## config.mk

```make
export PLATFORM = sky130hd
export DESIGN_NAME = zbt_sram_core
export DESIGN_NICKNAME = d
export VERILOG_FILES = /design/src/rtl/zbt_pkg.sv /design/src/rtl/zbt_issue.sv /design/src/rtl/zbt_array.sv /design/src/rtl/zbt_rdout.sv /design/src/rtl/zbt_sram_core.sv
export SDC_FILE = /design/constraint.sdc
export NUM_CORES = 1
export LEC_CHECK = 0
export ABC_CLOCK_PERIOD_IN_PS = 2800
export CAP_MARGIN = 20
export CELL_PAD_IN_SITES_DETAIL_PLACEMENT = 0
export CELL_PAD_IN_SITES_GLOBAL_PLACEMENT = 1
export CORE_MARGIN = 2
export CORE_UTILIZATION = 30
export CTS_BUF_LIST = sky130_fd_sc_hd__clkbuf_16
export DETAILED_ROUTE_END_ITERATION = 7
export PLACE_DENSITY = 0.61
export REMOVE_ABC_BUFFERS = 1
export SLEW_MARGIN = 40
export SYNTH_ARGS = -nofsm -noshare
export SYNTH_HDL_FRONTEND = slang
export SYNTH_SLANG_ARGS = --single-unit
```

## constraint.sdc

```tcl
create_clock -name clk_i -period 2.8 [get_ports clk_i]
set_input_delay 0.56 -clock clk_i [delete_from_list [all_inputs] [get_ports clk_i]]
set_output_delay 0.56 -clock clk_i [all_outputs]
set_load 0.005 [all_outputs]
```

## src/rtl/zbt_pkg.sv

```systemverilog
package zbt_pkg;
  typedef enum logic {OP_WR = 1'b0, OP_RD = 1'b1} dir_e;
endpackage

```

## src/rtl/zbt_issue.sv

```systemverilog
module zbt_issue
  import zbt_pkg::*;
#(
  parameter int unsigned AW    = 4,
  parameter int unsigned LANES = 4
) (
  input  logic             clk_i,
  input  logic             rst_ni,
  input  logic             en_i,
  input  logic             ld_ni,
  input  logic             sel_i,
  input  logic             rd_i,
  input  logic             sleep_i,
  input  logic [AW-1:0]    addr_i,
  input  logic [LANES-1:0] bw_ni,
  output logic             s2_wr_o,
  output logic             s2_rd_o,
  output logic [AW-1:0]    s2_addr_o,
  output logic [LANES-1:0] s2_bw_no
);
  logic             last_vld_q;
  dir_e             last_dir_q;
  logic             go, new_vld;
  dir_e             new_dir;

  logic             s1_vld_q, s2_vld_q;
  dir_e             s1_dir_q, s2_dir_q;
  logic [AW-1:0]    s1_addr_q, s2_addr_q;
  logic [LANES-1:0] s1_bw_q, s2_bw_q;

  // advance reuses the direction of the last load
  always_comb begin
    go      = ld_ni ? last_vld_q : sel_i;
    new_dir = ld_ni ? last_dir_q : (rd_i ? OP_RD : OP_WR);
    new_vld = go && !sleep_i;
  end

  always_ff @(posedge clk_i or negedge rst_ni) begin
    if (!rst_ni) begin
      last_vld_q <= 1'b0;
      last_dir_q <= OP_RD;
    end else if (en_i && !ld_ni) begin
      last_vld_q <= sel_i && !sleep_i;
      last_dir_q <= new_dir;
    end
  end

  always_ff @(posedge clk_i or negedge rst_ni) begin
    if (!rst_ni) begin
      s1_vld_q  <= 1'b0;
      s1_dir_q  <= OP_RD;
      s1_addr_q <= '0;
      s1_bw_q   <= '1;
      s2_vld_q  <= 1'b0;
      s2_dir_q  <= OP_RD;
      s2_addr_q <= '0;
      s2_bw_q   <= '1;
    end else if (en_i) begin
      s1_vld_q  <= new_vld;
      s1_dir_q  <= new_dir;
      s1_addr_q <= addr_i;
      s1_bw_q   <= bw_ni;
      s2_vld_q  <= s1_vld_q;
      s2_dir_q  <= s1_dir_q;
      s2_addr_q <= s1_addr_q;
      s2_bw_q   <= s1_bw_q;
    end
  end

  assign s2_wr_o   = s2_vld_q && (s2_dir_q == OP_WR);
  assign s2_rd_o   = s2_vld_q && (s2_dir_q == OP_RD);
  assign s2_addr_o = s2_addr_q;
  assign s2_bw_no  = s2_bw_q;
endmodule

```

## src/rtl/zbt_array.sv

```systemverilog
module zbt_array #(
  parameter int unsigned AW    = 4,
  parameter int unsigned LANES = 4,
  parameter int unsigned LW    = 9
) (
  input  logic                      clk_i,
  input  logic                      we_i,
  input  logic [AW-1:0]             addr_i,
  input  logic [LANES-1:0]          bw_ni,
  input  logic [LANES-1:0][LW-1:0]  wdata_i,
  output logic [LANES-1:0][LW-1:0]  rdata_o
);
  localparam int unsigned DEPTH = 2 ** AW;

  for (genvar g = 0; g < LANES; g++) begin : g_lane
    logic [LW-1:0] mem [DEPTH];
    always_ff @(posedge clk_i) begin
      if (we_i && !bw_ni[g]) mem[addr_i] <= wdata_i[g];
    end
    assign rdata_o[g] = mem[addr_i];
  end
endmodule

```

## src/rtl/zbt_rdout.sv

```systemverilog
module zbt_rdout #(
  parameter int unsigned W = 36
) (
  input  logic         clk_i,
  input  logic         rst_ni,
  input  logic         en_i,
  input  logic         cap_i,
  input  logic [W-1:0] rdata_i,
  input  logic         oe_ni,
  input  logic         sleep_i,
  output logic [W-1:0] data_o,
  output logic         data_oe_o
);
  logic         vld_q;
  logic [W-1:0] dout_q;

  always_ff @(posedge clk_i or negedge rst_ni) begin
    if (!rst_ni) begin
      vld_q  <= 1'b0;
      dout_q <= '0;
    end else if (en_i) begin
      vld_q <= cap_i;
      if (cap_i) dout_q <= rdata_i;
    end
  end

  assign data_o    = dout_q;
  assign data_oe_o = vld_q && !oe_ni && !sleep_i;
endmodule

```

## src/rtl/zbt_sram_core.sv

```systemverilog
module zbt_sram_core #(
  parameter int unsigned ADDR_W  = 19,
  parameter int unsigned MEM_AW  = 4,
  parameter int unsigned LANES   = 4,
  parameter int unsigned LANE_DW = 8,
  localparam int unsigned LW     = LANE_DW + 1,
  localparam int unsigned DATA_W = LANES * LW
) (
  input  logic              clk_i,
  input  logic              rst_ni,
  input  logic              cen_ni,
  input  logic              cs_a_ni,
  input  logic              cs_b_i,
  input  logic              cs_c_ni,
  input  logic              ld_ni,
  input  logic              rw_i,
  input  logic [LANES-1:0]  bw_ni,
  input  logic [ADDR_W-1:0] addr_i,
  input  logic              oe_ni,
  input  logic              sleep_i,
  input  logic [DATA_W-1:0] data_i,
  output logic [DATA_W-1:0] data_o,
  output logic              data_oe_o
);
  localparam int unsigned PAR_BASE = LANES * LANE_DW;

  logic                     en, sel;
  logic                     s2_wr, s2_rd;
  logic [MEM_AW-1:0]        s2_addr;
  logic [LANES-1:0]         s2_bw_n;
  logic [LANES-1:0][LW-1:0] lane_wd, lane_rd;
  logic [DATA_W-1:0]        rd_word;

  assign en  = !cen_ni;
  assign sel = !cs_a_ni && cs_b_i && !cs_c_ni;

  if (ADDR_W > MEM_AW) begin : g_hi
    logic unused_addr_hi;
    assign unused_addr_hi = ^addr_i[ADDR_W-1:MEM_AW];
  end

  zbt_issue #(.AW(MEM_AW), .LANES(LANES)) u_issue (
    .clk_i    (clk_i),
    .rst_ni   (rst_ni),
    .en_i     (en),
    .ld_ni    (ld_ni),
    .sel_i    (sel),
    .rd_i     (rw_i),
    .sleep_i  (sleep_i),
    .addr_i   (addr_i[MEM_AW-1:0]),
    .bw_ni    (bw_ni),
    .s2_wr_o  (s2_wr),
    .s2_rd_o  (s2_rd),
    .s2_addr_o(s2_addr),
    .s2_bw_no (s2_bw_n)
  );

  // lane j = data byte j plus parity bit PAR_BASE+j
  for (genvar j = 0; j < LANES; j++) begin : g_map
    assign lane_wd[j] = {data_i[PAR_BASE+j], data_i[j*LANE_DW +: LANE_DW]};
    assign rd_word[j*LANE_DW +: LANE_DW] = lane_rd[j][LANE_DW-1:0];
    assign rd_word[PAR_BASE+j]           = lane_rd[j][LANE_DW];
  end

  zbt_array #(.AW(MEM_AW), .LANES(LANES), .LW(LW)) u_array (
    .clk_i  (clk_i),
    .we_i   (en && s2_wr),
    .addr_i (s2_addr),
    .bw_ni  (s2_bw_n),
    .wdata_i(lane_wd),
    .rdata_o(lane_rd)
  );

  zbt_rdout #(.W(DATA_W)) u_rdout (
    .clk_i    (clk_i),
    .rst_ni   (rst_ni),
    .en_i     (en),
    .cap_i    (s2_rd),
    .rdata_i  (rd_word),
    .oe_ni    (oe_ni),
    .sleep_i  (sleep_i),
    .data_o   (data_o),
    .data_oe_o(data_oe_o)
  );
endmodule

```

Yosys cells after proc, flatten, opt, wreduce, memory -nomap -nowiden
Memory sizes are Yosys's and may differ from the RTL's. A register that Yosys moved wholly into a read port is not among the register bits.
Cells that the tools add are included.
- RAM bits: 576
- logic and storage cells: 57
- memories: 4
- input port bits: 69
- output and inout port bits: 37
- register bits after elaboration: 23
- memory list (name ; depth ; bits a word ; read ports ; clocked after Yosys merged registers in ; write ports ; RTL line ; RTL):
    u_array.g_lane[0].mem ; 16 ; 9 ; 1 ; 1 ; 1 ; zbt_array.sv:16 ; logic [LW-1:0] mem [DEPTH];
    u_array.g_lane[1].mem ; 16 ; 9 ; 1 ; 1 ; 1 ; zbt_array.sv:16 ;
    u_array.g_lane[2].mem ; 16 ; 9 ; 1 ; 1 ; 1 ; zbt_array.sv:16 ;
    u_array.g_lane[3].mem ; 16 ; 9 ; 1 ; 1 ; 1 ; zbt_array.sv:16 ;
- bitwise gates (word level): 2
- reduce and logical (&&, ||, !) cells: 29
- multiplexer cells: 11
- operators by type and width (cell ; number):
    $logic_and 1x1->1 ; 14
    $logic_not 1->1 ; 14
    $mux 1 ; 11
    $not 1->1 ; 2
    $reduce_and 2->1 ; 1

Logic depth before layout (Yosys ltp)
Gate-level depths: netlist of run 1.
- depth after elaboration: 6
- depth in mapped cells: 8
- mapped depth without buffers: 4

Cells and area by module
Synthesis of run 1 repeated with hierarchy kept, for this count alone.
- cells, all modules: 1116
- area total of the unflattened synthesis: 24312.1 µm²
- modules (own cells, without submodules) (module ; area an instance (µm²) ; cells each ; sequential area each (µm²) ; instances):
    zbt_array ; 21913.5 ; 978 ; 17296.6 ; 1
    zbt_rdout ; 1498.9 ; 80 ; 925.9 ; 1
    zbt_issue ; 877.1 ; 55 ; 564.3 ; 1
    zbt_sram_core ; 22.5 ; 3 ; 0.0 ; 1

Worst setup path before layout of run 1
OpenSTA, ideal clock, no wires.
- path type: input-to-reg
- start: input port cen_ni
- end: memory u_array.g_lane[2].mem[10][0] (enable)
- library setup time: 0.374 ns
- required time: 2.426 ns
- path buffers: 3
- path slack: 0.480 ns
- data arrival time: 1.946 ns
- stages on the path: 6
- cells stage by stage: buf_2 -> nor3b_1 -> nand2b_1 -> clkbuf_1 -> clkbuf_1 -> nor2_1
- cells in the longest elaborated chain, start to end: 5
- RTL lines (what ; RTL line ; RTL):
    from (decl) ; zbt_sram_core.sv:11 ; input logic cen_ni,
    $logic_not 1->1 ; zbt_sram_core.sv:34 ; assign en = !cen_ni;
    $logic_and 1x1->1 ; zbt_sram_core.sv:67 ; .we_i (en && s2_wr),
    $logic_and 1x1->1 ; zbt_array.sv:18 ; if (we_i && !bw_ni[g]) mem[addr_i] <= wdata_i[g];
    $mux 1 ; zbt_array.sv:18 ;
    $mux 1 (implied by the code) ; zbt_array.sv:18 ;
    to (decl) ; zbt_array.sv:16 ;
No other way between the ends.

Worst setup path in the final report of run 1
- start: input port sleep_i
- end: output port data_oe_o
- cells in the longest elaborated chain, start to end: 2
- RTL lines (what ; RTL line ; RTL):
    from (decl) ; zbt_sram_core.sv:20 ; input logic sleep_i,
    $logic_not 1->1 ; zbt_rdout.sv:28 ; assign data_oe_o = vld_q && !oe_ni && !sleep_i;
    $logic_and 1x1->1 ; zbt_rdout.sv:28 ;
    to (decl) ; zbt_sram_core.sv:23 ; output logic data_oe_o
No other way between the ends.

==> results of run 1 <==
==> state kept, by name, summed over array words and instances (netlist names), 4 cells and up <==
register,flops
u_issue.s2_addr_o,4
u_issue.s1_bw_q,4
u_array.g_lane.mem,576
u_issue.s1_addr_q,4
u_issue.s2_bw_no,4
u_rdout.data_o,36
==> layout make-up <==
type	instances	area [um2]
flip-flops and latches	635	18800
repair buffers	212	2167
fillers	7434	51230
clock inverters	51	317.8
well taps	1060	1326
clock buffers	69	1727
multi-input cells	654	5239
==> report_power, final <==
group	leakage, nW	switching (mW)	total [mW]	internal [mW]
logic	3.18	1.38	2.68	1.30
registers	5.90	0.241	10.9	10.6
clock network	1.07	3.49	8.30	4.81
total	10.1	5.11	21.8	16.7
==> how the worst min path moves through the flow <==
stage	startpoint	end	slack (ns)
CTS	u_issue.s1_dir_q	u_issue.s1_dir_q	0.49
finish	u_issue.s1_dir_q	u_issue.s1_dir_q	0.49
detailed placement	u_issue.s1_vld_q	u_issue.s1_vld_q	0.48
global route	u_rdout.vld_q	u_rdout.vld_q	0.51
global placement	u_rdout.vld_q	u_rdout.vld_q	0.48
floorplan	rst_ni	u_issue.last_vld_q	0.26
==> per-stage QoR <==
stage	cell area, um2	hold slack [ns]	total power, mW	TNS (ns)
after global routing	29570	0.5129	22.70	0
final	29570	0.4878	21.84	0
after detailed placement	27520	0.4815	13.81	0
after floorplan	24010	0.2644	12.65	-2884.25
after global placement	27520	0.4801	13.77	0
after CTS	29570	0.4932	22.13	0
==> cell families (layout without fill, tap and decap cells) <==
kind of cell	Yosys count	after routing	synth area share, %
muxes	272	272	13.02
buffers and inverters	87	332	2.206
DFF	635	635	76.51
AOI/OAI and AO/OA	170	170	4.601
and+or+nand+nor	212	212	3.664
==> cell usage after synthesis (all sizes together) (11+ instances only) <==
cell | count | area, um2
mux2 | 19 | 214.0
buf | 50 | 391.6
nor2 | 140 | 525.5
nand2 | 27 | 101.4
dfrtp | 48 | 1201
a2bb2oi | 16 | 140.1
clkbuf | 37 | 150.1
a221oi | 20 | 175.2
edfxtp | 576 | 17300
a31oi | 36 | 225.2
o22ai | 72 | 450.4
nand3 | 23 | 115.1
dfstp | 11 | 289.0
o21ai | 22 | 110.1
mux2i | 217 | 2172
mux4 | 36 | 810.8
==> per-layer routing <==
metal | GRT usage, % | routed length, um
met1 | 18.98 | 26380
met2 | 23.12 | 28760
met3 | 2.757 | 2842
met4 | 4.675 | 1684
met5 | 0 | 0
==> worst max-delay path, cell delays in order <==
cell and delay (ns):
clkdlybuf4s50_1 0.46, nor3b_1 0.22, clkdlybuf4s50_1 0.53
==> metrics.cfg, run 1 <==
[outcome]
outcome = finished, final reports clean

[grt]
grt_overflow = 0
grt_pass1_vias = 13320
grt_pass1_wl_um = 87990
grt_antenna_before_repair = 1
grt_use_total_pct = 14.16
grt_max_degree = 62

[clock_network]
clock_sinks = 635
clk_pin_slew_ns = 0.06
numCtsBuffers = 67
cts-root-buf = clkbuf_16
cts.repair.resized = 0
cts_tree = done
clock_path_buffers = 3
hold_buffers = 1
postCtsSetupRepairBufs = 0
htree_levels = 3
clk_latency_ns = 0.60

[cells_and_area]
diodes = 0
layout_common_cells = edfxtp_1, mux2i_1, nor2_1
fin_nets = 1639
syn_to_final_growth_pct = 20.44
final_util_pct = 36.60
final_cells = 2681
drive_above_1_share_pct = 17.21
final_common_cell = edfxtp_1

[sta]
tightestPinTransition_ns = 0.8901
fin_crit_sh_pct = 83.47
fin_worst_skew_ns = 0.02059
final.min_clock_period_ns = 2.337
rsz0062_at_grt = false
slew_viol_final = 0
hold_viol_final = 0
max_freq_mhz = 427.9
setup_viol = 0
slew_headroom_pct = 40.66
finalWorstSetupSlack_ns = 0.4627

[floorplanning]
die_y_um = 290.1
ioPinCount = 106
start_util_pct = 30.39
die_width_um = 290.1
die_area_mm2 = 0.08416
core_area_mm2 = 0.08081
rows = 104

[place]
portBuffers = 90
dpl_worst_slack_ns = 0.3766
dp.cells = 2560
dp_hpwl_um = 37580
gp_congestion = 0.7462

[run]
maxCapViolations = 0

[synthesis]
netlist_area_mm2 = 0.02455
ys_async_sr_fraction_pct = 9.291
synthCells = 1376
synth_flop_cell = edfxtp_1
avgSynthCellArea_um2 = 17.85
synth_warnings = 0
yosys.cell_types.count = 37
synth_seq_cells = 635
synth_edf_count = 576
seq_area_frac_synth_pct = 76.51

[min_path]
min_path_cells = 2
worstHoldPathType = flop to flop

[detailed_routing]
drt_first_pass_iters = 5
ant_nets = 0
drc = 0
dr_total_vias = 12880
drtIter0Drc = 936
routedWlPerCell_um = 22.25
wirelength_um = 59660
via_per_inst = 4.803

[critical_path]
r2r_cells = 4
worstSetupStartpoint = sleep_i
required_ns = 2.24
crit_end = data_oe_o
end_kind = output port
start_kind = input pin
crit_type = input pin to output port
crit-reg2reg-launch = u_issue.s2_addr_o[0]
reg2reg_setup_slack_ns = 0.49
arrival_ns = 1.78
cp_max_fo = 3
timing.rr.end = u_rdout.data_o[26]

[power]
vdd_ir_drop_max_mv = 0.4622
total_leakage_power_nw = 10.14
power_per_cell_area_mw_per_mm2 = 738.5

Note: power is estimated with default switching activity, not from simulation.
==> run 2: changes to the inputs <==
Settings changed: ABC_CLOCK_PERIOD_IN_PS 2800 to 2150, PLACE_DENSITY 0.61 to 0.63.
Clock period 2.8 ns to 2.15 ns, I/O delays scaled along.
==> run 2 against run 1 <==
Compared with the run above:
- count of clock-buffer cells in the layout increased by 2
- global-route usage decreased by 0.66 points
- final cell count increased by 0.86%
- register-to-register slack got worse by 0.35 ns
- first-iteration DRC count increased by 2.1%
- clock skew increased by 0.00066 ns
- flip-flop and latch count unchanged
- combinational power increased by 38%
- via count decreased by 1.0%
- critical path depth increased by 3
- design area increased by 0.73%
- sequential power increased by 29%
==> metrics.cfg, run 2 (synthesis results as in run 1) <==
[outcome]
outcome = finished, final reports clean

[clock_network]
cts_tree = done
clock_path_buffers = 3  ; unchanged
clock_sinks = 635  ; unchanged
numCtsBuffers = 68  ; +1.5%
htree_levels = 3  ; unchanged
clk_latency_ns = 0.60  ; about the same
cts-root-buf = clkbuf_16
clk_pin_slew_ns = 0.06  ; about the same

[sta]
fin_crit_sh_pct = 93.52
whs_ns = 0.3684  ; -0.1193 ns
fin_worst_skew_ns = 0.02125  ; +0.0006598 ns
hold_viol_final = 0  ; unchanged
tightestPinTransition_ns = 0.7030  ; -0.1871 ns
max_freq_mhz = 497.4
finalWorstSetupSlack_ns = 0.1393  ; -0.3234 ns
slew_headroom_pct = 52.99  ; +12 points
rsz0062_at_grt = false
setup_viol = 0  ; unchanged
slew_viol_final = 0  ; unchanged
final.min_clock_period_ns = 2.011

[power]
vdd_ir_drop_max_mv = 0.5500  ; +19%
comb_power_share_pct = 12.6  ; +0.3 points
power_frac_seq_pct = 48.3  ; -1.4 points
p_int_mw = 22.55  ; +35%
switching_share_pct = 22.89  ; -0.51 points
power_per_cell_area_mw_per_mm2 = 981.8  ; +33%
total_leakage_power_nw = 10.31  ; +1.7%
clkPwrFrac_pct = 39.1  ; +1.1 points
power_switching_mw = 6.694  ; +31%

[cells_and_area]
largest_reg_flops = 576  ; unchanged
top_register = u_array.g_lane.mem
drive_above_1_share_pct = 19.04  ; +1.8 points
syn_to_final_growth_pct = 21.31
layout_common_cells = edfxtp_1, mux2i_1, nor2_1
fin_nets = 1663  ; +1.5%
fill_cells = 7397  ; -0.50%
diodes = 0  ; unchanged
final_common_cell = edfxtp_1

[floorplanning]
rows = 104  ; unchanged
die_y_um = 290.1  ; unchanged
ioPinCount = 106  ; unchanged
start_util_pct = 30.39  ; unchanged
die_width_um = 290.1  ; unchanged
die_area_mm2 = 0.08416  ; unchanged
core_area_mm2 = 0.08081  ; unchanged

[critical_path]
crit_chain = and2_2 > buf_4 > buf_4 > a2bb2oi_1 > nand3_1 > a31oi_1
required_ns = 2.66  ; +0.42 ns
crit-reg2reg-launch = u_issue.s2_addr_o[0]
r2r_cells = 6  ; +2
arrival_ns = 2.52  ; +0.74 ns
end_kind = flop
worst_path_largest_cell_delay_ns = 0.58  ; +0.05 ns
reg2reg_setup_slack_ns = 0.14  ; -0.35 ns
crit_type = flop to flop
timing.rr.end = u_rdout.data_o[21]
cp_max_fo = 14  ; +11
start_kind = flop
crit_slowest_cell = dfrtp_4
path_common_cell = buf_4

[place]
dp_hpwl_um = 37950  ; +0.96%
dpl_worst_slack_ns = -0.06253  ; -0.4392 ns
gp_congestion = 0.7460  ; about the same
portBuffers = 90  ; unchanged

[grt]
grt_pass1_wl_um = 84670  ; -3.8%
grt_use_total_pct = 13.50  ; -0.66 points
grt_pass1_vias = 13180  ; -1.1%
grt_antenna_before_repair = 0  ; -1
grt_max_degree = 38  ; -39%
grt_overflow = 0  ; unchanged

[detailed_routing]
routedWlPerCell_um = 21.22  ; -4.7%
dr_total_vias = 12750  ; -1.0%
drt_first_pass_iters = 5  ; unchanged
ant_nets = 0  ; unchanged
wirelength_um = 57370  ; -3.8%
via_per_inst = 4.713  ; -1.9%
drtIter0Drc = 956  ; +2.1%
drc = 0  ; unchanged

[min_path]
worstHoldPathType = input pin to asynchronous set/reset pin

[run]
maxCapViolations = 0  ; unchanged

run 2: cell types whose count changed in the layout (fill, tap and decap cells not counted), sizes merged:
cell	previous run	this run
clkinvlp	1	2
clkinv	26	24
buf	122	145
clkbuf	69	71
dlymetal6s2s	0	1
clkdlybuf4s50	89	88
bufinv	4	8
inv	20	15
run 2: critical path, delay by kind of cell, from the launching register on:
kind / cells / cell delay [ns]
AO/OA/AOI/OAI: 2 / 0.38
buffers and inverters: 2 / 0.40
flip-flops: 1 / 0.58
AND/OR/NAND/NOR: 2 / 0.55
run 2: layout make-up:
cell class	count	area [um2]	share of cell area [%]
Timing Repair Buffer	235	2230	7.485
Clock inverter	49	420.4	1.411
Sequential cell	635	18800	63.10
Clock buffer	71	1777	5.964
Tap cell	1060	1326	4.452
Multi-Input combinational cell	654	5239	17.59
run 2: worst max path at each step:
stage,to,cells past startpoint,slack [ns],start
after detailed placement,u_array.g_lane[0].mem[4][7],7,-0.06,cen_ni
after global placement,u_array.g_lane[1].mem[1][8],7,-0.08,cen_ni
after CTS,data_oe_o,2,0.004,u_rdout.vld_q
final,u_rdout.data_o[21],6,0.14,u_issue.s2_addr_o[0]
after global routing,u_rdout.data_o[27],7,0.04,u_issue.s2_addr_o[0]
after floorplan,u_rdout.data_o[14],4,-7.32,u_issue.s2_addr_o[0]
run 2: per-layer routing:
| metal | GRT usage (%) | wire, um | up-vias |
|---|---|---|---|
| met3 | 2.612 | 2183 | 74 |
| met4 | 3.100 | 1008 | 0 |
| li1 | - | - | 5877 |
| met2 | 22.99 | 28480 | 235 |
| met5 | 0 | 0 | - |
| met1 | 17.83 | 25700 | 6559 |
run 2: what timing repair did:
item,in CTS,in global routing
resized for setup,0,1
setup buffers,0,2
endpoints found under the setup margin,0,2
hold buffers,1,0
hold endpoints to repair,18,0
run 2: power groups by stage:
stage | combinational (mW) | sequential [mW] | clock, mW
after floorplan | 1.85 | 14.6 | 0
after global placement | 3.73 | 14.4 | 0
after detailed placement | 3.75 | 14.4 | 0
after CTS | 3.77 | 14.2 | 11.7
after global routing | 3.99 | 14.2 | 12.2
final | 3.70 | 14.1 | 11.4
run 2: per-stage QoR:
step	cell area [um2]	utilization [%]	instances	setup TNS (ns)	total power, mW
2_1_floorplan	24010	-	1289	-3283.35	16.47
3_3_place_gp	27560	34.11	2581	-18.30	18.13
3_5_place_dp	27560	34.11	2581	-8.470	18.16
4_1_cts	29770	36.84	2702	0	29.60
5_1_grt	29790	36.86	2704	0	30.33
6_report	29790	36.86	2704	0	29.25
==> run 3: changes to the inputs <==
Settings changed: CTS_CLUSTER_DIAMETER set to 100.
==> results of run 3 <==
The final DEF is identical to that of run 2; final timing and power are the same.
